--- src/rtl/rdlat_pkg.sv ---
`timescale 1ns/1ps
package rdlat_pkg;

    typedef enum logic [2:0] {
        ST_IDLE  = 3'd0,
        ST_ARM   = 3'd1,
        ST_COUNT = 3'd2,
        ST_LOCK  = 3'd3,
        ST_ERR   = 3'd4
    } cal_state_t;

    // Largest value a counter of the given width can reach.
    function automatic int unsigned cnt_top(input int unsigned width);
        return (1 << width) - 1;
    endfunction

endpackage

--- src/rtl/rdlat_meas.sv ---
`timescale 1ns/1ps
module rdlat_meas
    import rdlat_pkg::*;
#(
    parameter int LAT_W = 4
) (
    input  logic             clk,
    input  logic             rst,
    input  logic             start_i,
    input  logic             addr_vld_i,
    input  logic             data_vld_i,
    output logic [LAT_W-1:0] lat_o,
    output logic             locked_o,
    output logic             err_o,
    output logic [LAT_W-1:0] tap_sel_o,
    output logic             tap_en_o
);
    localparam logic [LAT_W-1:0] CNT_MAX = LAT_W'(cnt_top(LAT_W));

    cal_state_t       st_q;
    logic [LAT_W-1:0] cnt_q;
    logic [LAT_W-1:0] lat_q;

    always_ff @(posedge clk) begin
        if (rst) begin
            st_q  <= ST_IDLE;
            cnt_q <= '0;
            lat_q <= '0;
        end else if (start_i) begin
            st_q  <= ST_ARM;
            cnt_q <= '0;
            lat_q <= '0;
        end else begin
            case (st_q)
                ST_ARM: begin
                    if (addr_vld_i) begin
                        cnt_q <= LAT_W'(1);
                        st_q  <= ST_COUNT;
                    end
                end
                ST_COUNT: begin
                    if (data_vld_i) begin
                        lat_q <= cnt_q;
                        st_q  <= ST_LOCK;
                    end else if (cnt_q == CNT_MAX) begin
                        st_q  <= ST_ERR;
                    end else begin
                        cnt_q <= cnt_q + 1'b1;
                    end
                end
                default: ;
            endcase
        end
    end

    always_comb begin
        tap_en_o  = data_vld_i && ((st_q == ST_LOCK) || (st_q == ST_COUNT));
        tap_sel_o = (st_q == ST_COUNT) ? cnt_q : lat_q;
    end

    assign lat_o    = lat_q;
    assign locked_o = (st_q == ST_LOCK);
    assign err_o    = (st_q == ST_ERR);

endmodule

--- src/rtl/rdlat_dly.sv ---
`timescale 1ns/1ps
module rdlat_dly #(
    parameter int W     = 16,
    parameter int SEL_W = 4
) (
    input  logic             clk,
    input  logic             rst,
    input  logic [W-1:0]     din_i,
    input  logic [SEL_W-1:0] sel_i,
    input  logic             en_i,
    output logic [W-1:0]     dout_o
);
    localparam int DEPTH = 1 << SEL_W;

    logic [W-1:0] stage_q [DEPTH];

    always_ff @(posedge clk) begin
        if (rst) stage_q[0] <= '0;
        else     stage_q[0] <= din_i;
    end

    for (genvar g = 1; g < DEPTH; g++) begin : g_stage
        always_ff @(posedge clk) begin
            if (rst) stage_q[g] <= '0;
            else     stage_q[g] <= stage_q[g-1];
        end
    end

    // stage k holds the word presented k+1 cycles ago.
    logic [SEL_W-1:0] idx;
    always_comb begin
        idx    = sel_i - 1'b1;
        dout_o = en_i ? stage_q[idx] : '0;
    end

endmodule

--- src/rtl/rdlat_cal.sv ---
`timescale 1ns/1ps
module rdlat_cal #(
    parameter int META_W = 16,
    parameter int LAT_W  = 4
) (
    input  logic              clk,
    input  logic              rst,
    input  logic              start_i,
    input  logic              addr_vld_i,
    input  logic [META_W-1:0] meta_i,
    input  logic              data_vld_i,
    output logic [META_W-1:0] meta_o,
    output logic              meta_vld_o,
    output logic [LAT_W-1:0]  lat_o,
    output logic              locked_o,
    output logic              lat_err_o
);
    logic [LAT_W-1:0] tap_sel;
    logic             tap_en;

    rdlat_meas #(.LAT_W(LAT_W)) u_meas (
        .clk        (clk),
        .rst        (rst),
        .start_i    (start_i),
        .addr_vld_i (addr_vld_i),
        .data_vld_i (data_vld_i),
        .lat_o      (lat_o),
        .locked_o   (locked_o),
        .err_o      (lat_err_o),
        .tap_sel_o  (tap_sel),
        .tap_en_o   (tap_en)
    );

    rdlat_dly #(.W(META_W), .SEL_W(LAT_W)) u_dly (
        .clk    (clk),
        .rst    (rst),
        .din_i  (meta_i),
        .sel_i  (tap_sel),
        .en_i   (tap_en),
        .dout_o (meta_o)
    );

    assign meta_vld_o = tap_en;

endmodule

--- config.mk ---
export PLATFORM = sky130hd
export DESIGN_NAME = rdlat_cal
export DESIGN_NICKNAME = d
export VERILOG_FILES = /design/src/rtl/rdlat_pkg.sv /design/src/rtl/rdlat_meas.sv /design/src/rtl/rdlat_dly.sv /design/src/rtl/rdlat_cal.sv
export SDC_FILE = /design/constraint.sdc
export NUM_CORES = 1
export LEC_CHECK = 0
export BUFFER_PORTS_ARGS = -buffer_cell sky130_fd_sc_hd__buf_4
export CAP_MARGIN = 20
export CORE_MARGIN = 4
export CORE_UTILIZATION = 40
export CTS_CLUSTER_DIAMETER = 30
export DETAILED_ROUTE_END_ITERATION = 6
export PLACE_DENSITY = 0.64
export SLEW_MARGIN = 20
export SYNTH_ARGS = -nofsm -noshare
export SYNTH_HDL_FRONTEND = slang
export SYNTH_SLANG_ARGS = --single-unit
--- constraint.sdc ---
create_clock -name clk -period 2.8 [get_ports clk]
set_input_delay 0 -clock clk [delete_from_list [all_inputs] [get_ports clk]]
set_output_delay 0 -clock clk [all_outputs]
set_load 0.02 [all_outputs]
* After elaboration in Yosys (flattened, before gate mapping)
Memories as Yosys holds them, arrays and structs flattened.
Cells that the tools add are included.
** Storage, ports and cells
- Register bits :: 11
- Bits in writable memories :: 256
- Word-level logic and storage cells :: 73
- Memories :: 1
** Memory list
- u_dly.stage_q :: words 16, width 16, rd ports 16, clocked after memory_dff 0, write ports 16, line rdlat_dly.sv:15 : logic [W-1:0] stage_q [DEPTH];
** Cells by class
- Add/sub/neg operators :: 2
- Equal/unequal tests :: 11
- Muxes and demuxes :: 30
- Bitwise operators :: 16
- Reductions and logical operators :: 9
** Operator list (number)
- 16-bit two-way mux :: 17
- 4-bit two-way mux :: 4
- 1-bit OR :: 16
- 3-bit two-way mux :: 3
- 4-bit one-hot mux with 2 select lines :: 1
- 3-bit by 2-bit == test with 1-bit output (second input constant) :: 2
- 2-bit inequality test (second input constant) :: 3
- 3-bit one-hot mux with 2 select lines :: 1
- 3-bit AND reduction :: 2
- 4-bit by 1-bit adder with 4-bit output (second input constant) :: 1
- 4-bit == test (second input constant) :: 1
- 1-bit two-way mux :: 4
- 4-bit by 3-bit inequality test with 1-bit output (second input constant) :: 1
- 4-bit AND reduction :: 1
- 4-bit by 1-bit subtractor with 4-bit output (second input constant) :: 1
- 3-bit by 1-bit == test with 1-bit output (second input constant) :: 1
- 3-bit == test (second input constant) :: 1
- 3-bit by 2-bit inequality test with 1-bit output (second input constant) :: 1
- 3-bit inequality test (second input constant) :: 1
- 3-bit nonzero test :: 1
- 2-bit AND reduction :: 1
- 2-bit nonzero test :: 1
- 2-bit OR reduction :: 1
- 1-bit logical AND :: 1
- 1-bit logical OR :: 1

* Longest topological paths before layout
- Word-level depth :: 5
- Depth in mapped cells :: 10
- Gate-level depth less buffers :: 7

* Hierarchy
Synthesis repeated with hierarchy kept, for this count alone.
** Second synthesis, totals
- Cell total of the unflattened synthesis :: 888
- Area, all modules :: 9590.4 um^2
** Modules (own cells, without submodules)
- rdlat_dly :: instances 1, cells each 814, area each 8977.4 um^2, sequential area each 5124.9 um^2
- rdlat_meas :: instances 1, cells each 74, area each 613.1 um^2, sequential area each 220.2 um^2

* Worst setup path before layout
No wires, ideal clock.
- Kind :: reg2out
- Start :: register u_meas.st_q[1]
- End :: output meta_o[4]
- Arrival :: 2.311 ns
- Required time :: 2.800 ns
- Path slack :: 0.489 ns
- Cell stages (with the launch flop) :: 9
- Path buffers :: 2
- Cells stage by stage :: dfxtp_1 -> nor3b_4 -> buf_4 -> mux2i_2 -> clkbuf_1 -> o22ai_1 -> a311oi_1 -> nor3_1 -> a31oi_1
** Between the ends
- Cells in the longest elaborated chain, start to end :: 5
- Elaborated cells between the ends (all ways) :: 8
- Classes of those cells :: add/sub: 1; eq/ne: 2; mux: 2; reduce/logical: 2; memory: 1
** Ends and longest elaborated chain
- start: declaration :: line rdlat_meas.sv:20 : cal_state_t st_q;
- start signal: assignment :: line rdlat_meas.sv:26 : st_q <= ST_IDLE;
- start signal: assignment :: line rdlat_meas.sv:30 : st_q <= ST_ARM;
- start signal: assignment :: line rdlat_meas.sv:38 : st_q <= ST_COUNT;
- 3-bit by 2-bit == test with 1-bit output :: line rdlat_meas.sv:57, rdlat_meas.sv:58
- 4-bit two-way mux :: line rdlat_meas.sv:58 : tap_sel_o = (st_q == ST_COUNT) ? cnt_q : lat_q;
- 4-bit by 1-bit subtractor with 4-bit output :: line rdlat_dly.sv:32 : idx = sel_i - 1'b1;
- memory read 16 x 16 bit
- 16-bit two-way mux * :: line rdlat_dly.sv:33 : dout_o = en_i ? stage_q[idx] : '0;
- end: declaration :: line rdlat_cal.sv:12 : output logic [META_W-1:0] meta_o,
Every way passes the cells marked *; elsewhere a longest branch is shown, timed or not.

* Worst setup path in the final report
- Start :: register u_meas.st_q[2]
- End :: output meta_o[2]
The elaborated chain is that of the path after synthesis.

==> metrics.md <==
| Metric | Value |
|---|---|
| Remaining DRCs | `0` |
| MaxCap Viol Count | `0` |
| Largest area contributor in the netlist | `dfxtp_1` |
| Mapped Nets | `1021` |
| Routed len/inst | `18.5 um` |
| RSZ-0062 raised after global routing | `yes` |
| Synthesis-to-layout area growth | `36.5%` |
| VDD IR max | `480 uV` |
| Total CTS buffers | `51` |
| Clock sinks | `267` |
| Final instance area | `13500 sq um` |
| Crit start category | `flop` |
| H-tree levels | `2` |
| Vias in the first global route | `7370` |
| Pre-CTS WS | `0.232 ns` |
| Core ar. | `24200 sq um` |
| Nets | `1128` |
| Placed inst area | `10700 sq um` |
| Post-synthesis mux area share | `4.74%` |
| Critical path class | `reg2out` |
| Failing checks | `setup timing` |
| Multi-input logic area | `4430 sq um` |
| Top Ports | `44` |
| Status | `finished with violations` |
| Crit path DAT | `2.81 ns` |
| Post-Synthesis Cells | `999` |
| Storage element area | `5360 sq um` |
| XOR/XNOR Fraction of Synth Area | `0.267%` |
| Site row count | `57` |
| Post-synth EDFFs | `0` |
| Total global-route track usage | `19.4%` |
| CTS tree | `yes` |
| Global-route wire length before repair | `41.4 mm` |
| Die Y | `165 um` |
| # port buffers | `43` |
| CP max stage cell | `mux4_2` |
| DRT iter0 DRCs | `692` |
| Seq/Total Area, Yosys | `54.2%` |
| Worst min path class | `in2reg` |
| Initial antenna violation count | `0` |
| Starting Density | `40.6%` |
| Skew final | `0.0128 ns` |
| Worst path most repeated cell | `buf_6` |
| Worst path cell trace | `nor3b_4, buf_6, buf_6, mux2i_4, buf_12, buf_8, mux4_2, a21oi_2, a221oi_2, buf_4` |
| Hold depth | `2` |
| Top cells by area, synth | `dfxtp_1 (54%), nor2b_1 (17%), nand2_1 (3.4%)` |
| Main combinational cell family by area after synthesis | `simple AND/OR/NAND/NOR gates` |
| Final setup viols | `3` |
| Yosys warns | `0` |
| Post-synthesis simple-gate area fraction | `22.8%` |
| Post-DRT Antenna Nets | `0` |
| Largest net degree at the start of global routing | `117` |
| Mean post-synth cell area | `9.86 sq um` |
| Clk buf depth | `3` |
| Compound-Gate Fraction of Synth Area | `14.0%` |
| Diodes inserted | `0` |
| Slowest cell delay on critical path | `0.54 ns` |
| CP max FO | `6` |
| Power after layout | `0.0104 W` |
| Final wirelength | `27.3 mm` |
| Max Clk Rate | `355 MHz` |
| CTS root buffer | `clkbuf_16` |
| Die X | `165 um` |
| Routed vias | `7631` |
| Worst Reg-to-Reg Cells | `7` |
| DP HPWL | `14.4 mm` |
| Final Max Tran Viols | `0` |
| Post-Synth Adder-Cell Area | `0.127%` |
| Initial DRT Pass Iterations | `5` |
| Crit share post-route | `101%` |
| Leak | `5.15 nW` |
| Worst skew pair latency | `0.54 ns` |
| Fill count | `2090` |
| Ys async rst share | `0%` |
| Fraction of layout cells with a size suffix above 1 | `23.3%` |
| Worst-margin pin slew | `0.797 ns` |
| Final hold vios | `0` |
| Final worst slack | `-0.0140 ns` |
| Period minus WS final | `2.81 ns` |
| Remaining global-route overflow | `0` |
| Slew margin rel. | `46.9%` |
| Ys flop type | `dfxtp_1` |
| PwrDens | `772 nW/um^2` |
| Worst-path clk slew | `0.05 ns` |
| Netlist area before placement | `9850 sq um` |
| Distinct cells, synth | `56` |
| Required time of the worst setup path | `2.80 ns` |
| Final GP Congestion | `0.796` |
| Synth top area share | `54.2%` |
| Die ar. | `27200 sq um` |
| CP endpoint kind | `output pin` |
| #FFs+latches synth | `267` |
| Avg Vias per Cell | `5.19` |
-- flip-flops by register name, indices dropped and copies added (netlist names) --
name           cells
u_meas.cnt_q       4
u_meas.lat_o       4
u_meas.st_q        3
u_dly.stage_q    256
-- per-stage QoR --
| step | setup TNS [ns] | instances | hold slack (ns) | utilization [%] |
|---|---|---|---|---|
| after global routing | -0.656 | 1471 | 0.137 | 55.5 |
| after CTS | -0.279 | 1464 | 0.104 | 54.2 |
| after floorplan | 0 | 999 | 0.117 | - |
| final | -0.0248 | 1471 | 0.0713 | 55.5 |
| after detailed placement | 0 | 1333 | 0.214 | 44.0 |
| after global placement | 0 | 1333 | 0.213 | 44.0 |
-- critical path, delay by kind of cell, from the launching register on --
family,cells,cell delay (ns)
flops,1,0.33
simple gates,1,0.19
buf+inv,5,0.73
mux,2,0.78
compound gates,2,0.24
-- final timing paths --
kind	startpoint	end	slack, ns
max	u_meas.st_q[2]	meta_o[2]	-0.01
min reg2reg	u_dly.stage_q[5][8]	u_dly.stage_q[6][8]	0.45
min	rst	u_dly.stage_q[9][15]	0.07
max reg2reg	u_meas.st_q[0]	u_meas.st_q[0]	1.11
-- cells by family after synthesis --
| kind of cell | after synthesis |
|---|---|
| simple gates | 406 |
| buf+inv | 76 |
| xor+xnor | 3 |
| flops | 267 |
| compound gates | 208 |
| mux | 38 |
| fa+ha+maj | 1 |
-- final cells by class --
class,count,share of cell area (%)
Inverter,4,0.140
Tap cell,324,3.01
Sequential cell,267,39.8
Multi-Input combinational cell,657,33.0
Clock inverter,31,2.99
Timing Repair Buffer,125,10.7
Clock buffer,63,10.4
-- cells in the mapped netlist (4+ instances only) --
library cell	n
a311o_1	6
dfxtp_1	267
o22ai_1	39
a221oi_1	7
a22oi_1	4
a311oi_1	13
a21o_1	4
mux2i_1	23
buf_6	6
nor2b_1	262
buf_2	19
inv_1	4
nand3_1	8
a211oi_1	7
a211o_1	10
buf_4	5
mux2_2	5
nand2_1	90
o21ai_0	24
a31oi_1	18
nor3_1	8
clkbuf_1	42
a21oi_1	51
nor2_1	27
-- cells in the final DEF, fill, tap and decap left out, types with 6 or more instances in the layout --
cell type	Yosys	final
mux2i_1	23	21
a21oi_1	51	47
nand3_1	8	8
clkbuf_16	0	56
buf_16	0	6
a311oi_2	0	8
buf_4	5	68
a211o_1	10	10
bufinv_16	0	8
o22ai_1	39	36
dfxtp_2	0	6
a311o_1	6	6
a221oi_2	1	7
o21ai_0	24	21
dlygate4sd3_1	0	20
mux2i_4	3	7
a31oi_1	18	12
buf_6	6	11
clkinv_2	0	11
nor2b_1	262	261
dfxtp_1	267	260
nor2_1	27	27
clkbuf_8	0	7
buf_12	0	12
nand2_1	90	87
-- report_power, final --
group          switching, W  total [W]  internal [W]  leakage [nW]
logic              0.000123   0.000220     0.0000974          2.10
registers         0.0000245    0.00387       0.00385          2.16
clock network       0.00200    0.00629       0.00429         0.884
total               0.00215     0.0104       0.00823          5.15
-- timing repair --
action / 4_1_cts / 5_1_grt
hold buffers: 20 / 0
gates cloned: 7 / 5
hold endpoints to repair: 27 / 0
pin swaps: 10 / 17
buffers inserted: 10 / 2
setup endpoints to repair: 16 / 16
gates resized for setup: 39 / 41
-- layer usage --
metal | vias to the layer above | global-route usage, % | routed length [um]
li1 | 3659 | - | -
met2 | 259 | 29.9 | 12500
met4 | 0 | 6.47 | 664
met5 | - | 0 | 0
met1 | 3663 | 26.6 | 12300
met3 | 50 | 4.82 | 1850
Power figures use the tool's default switching activity.
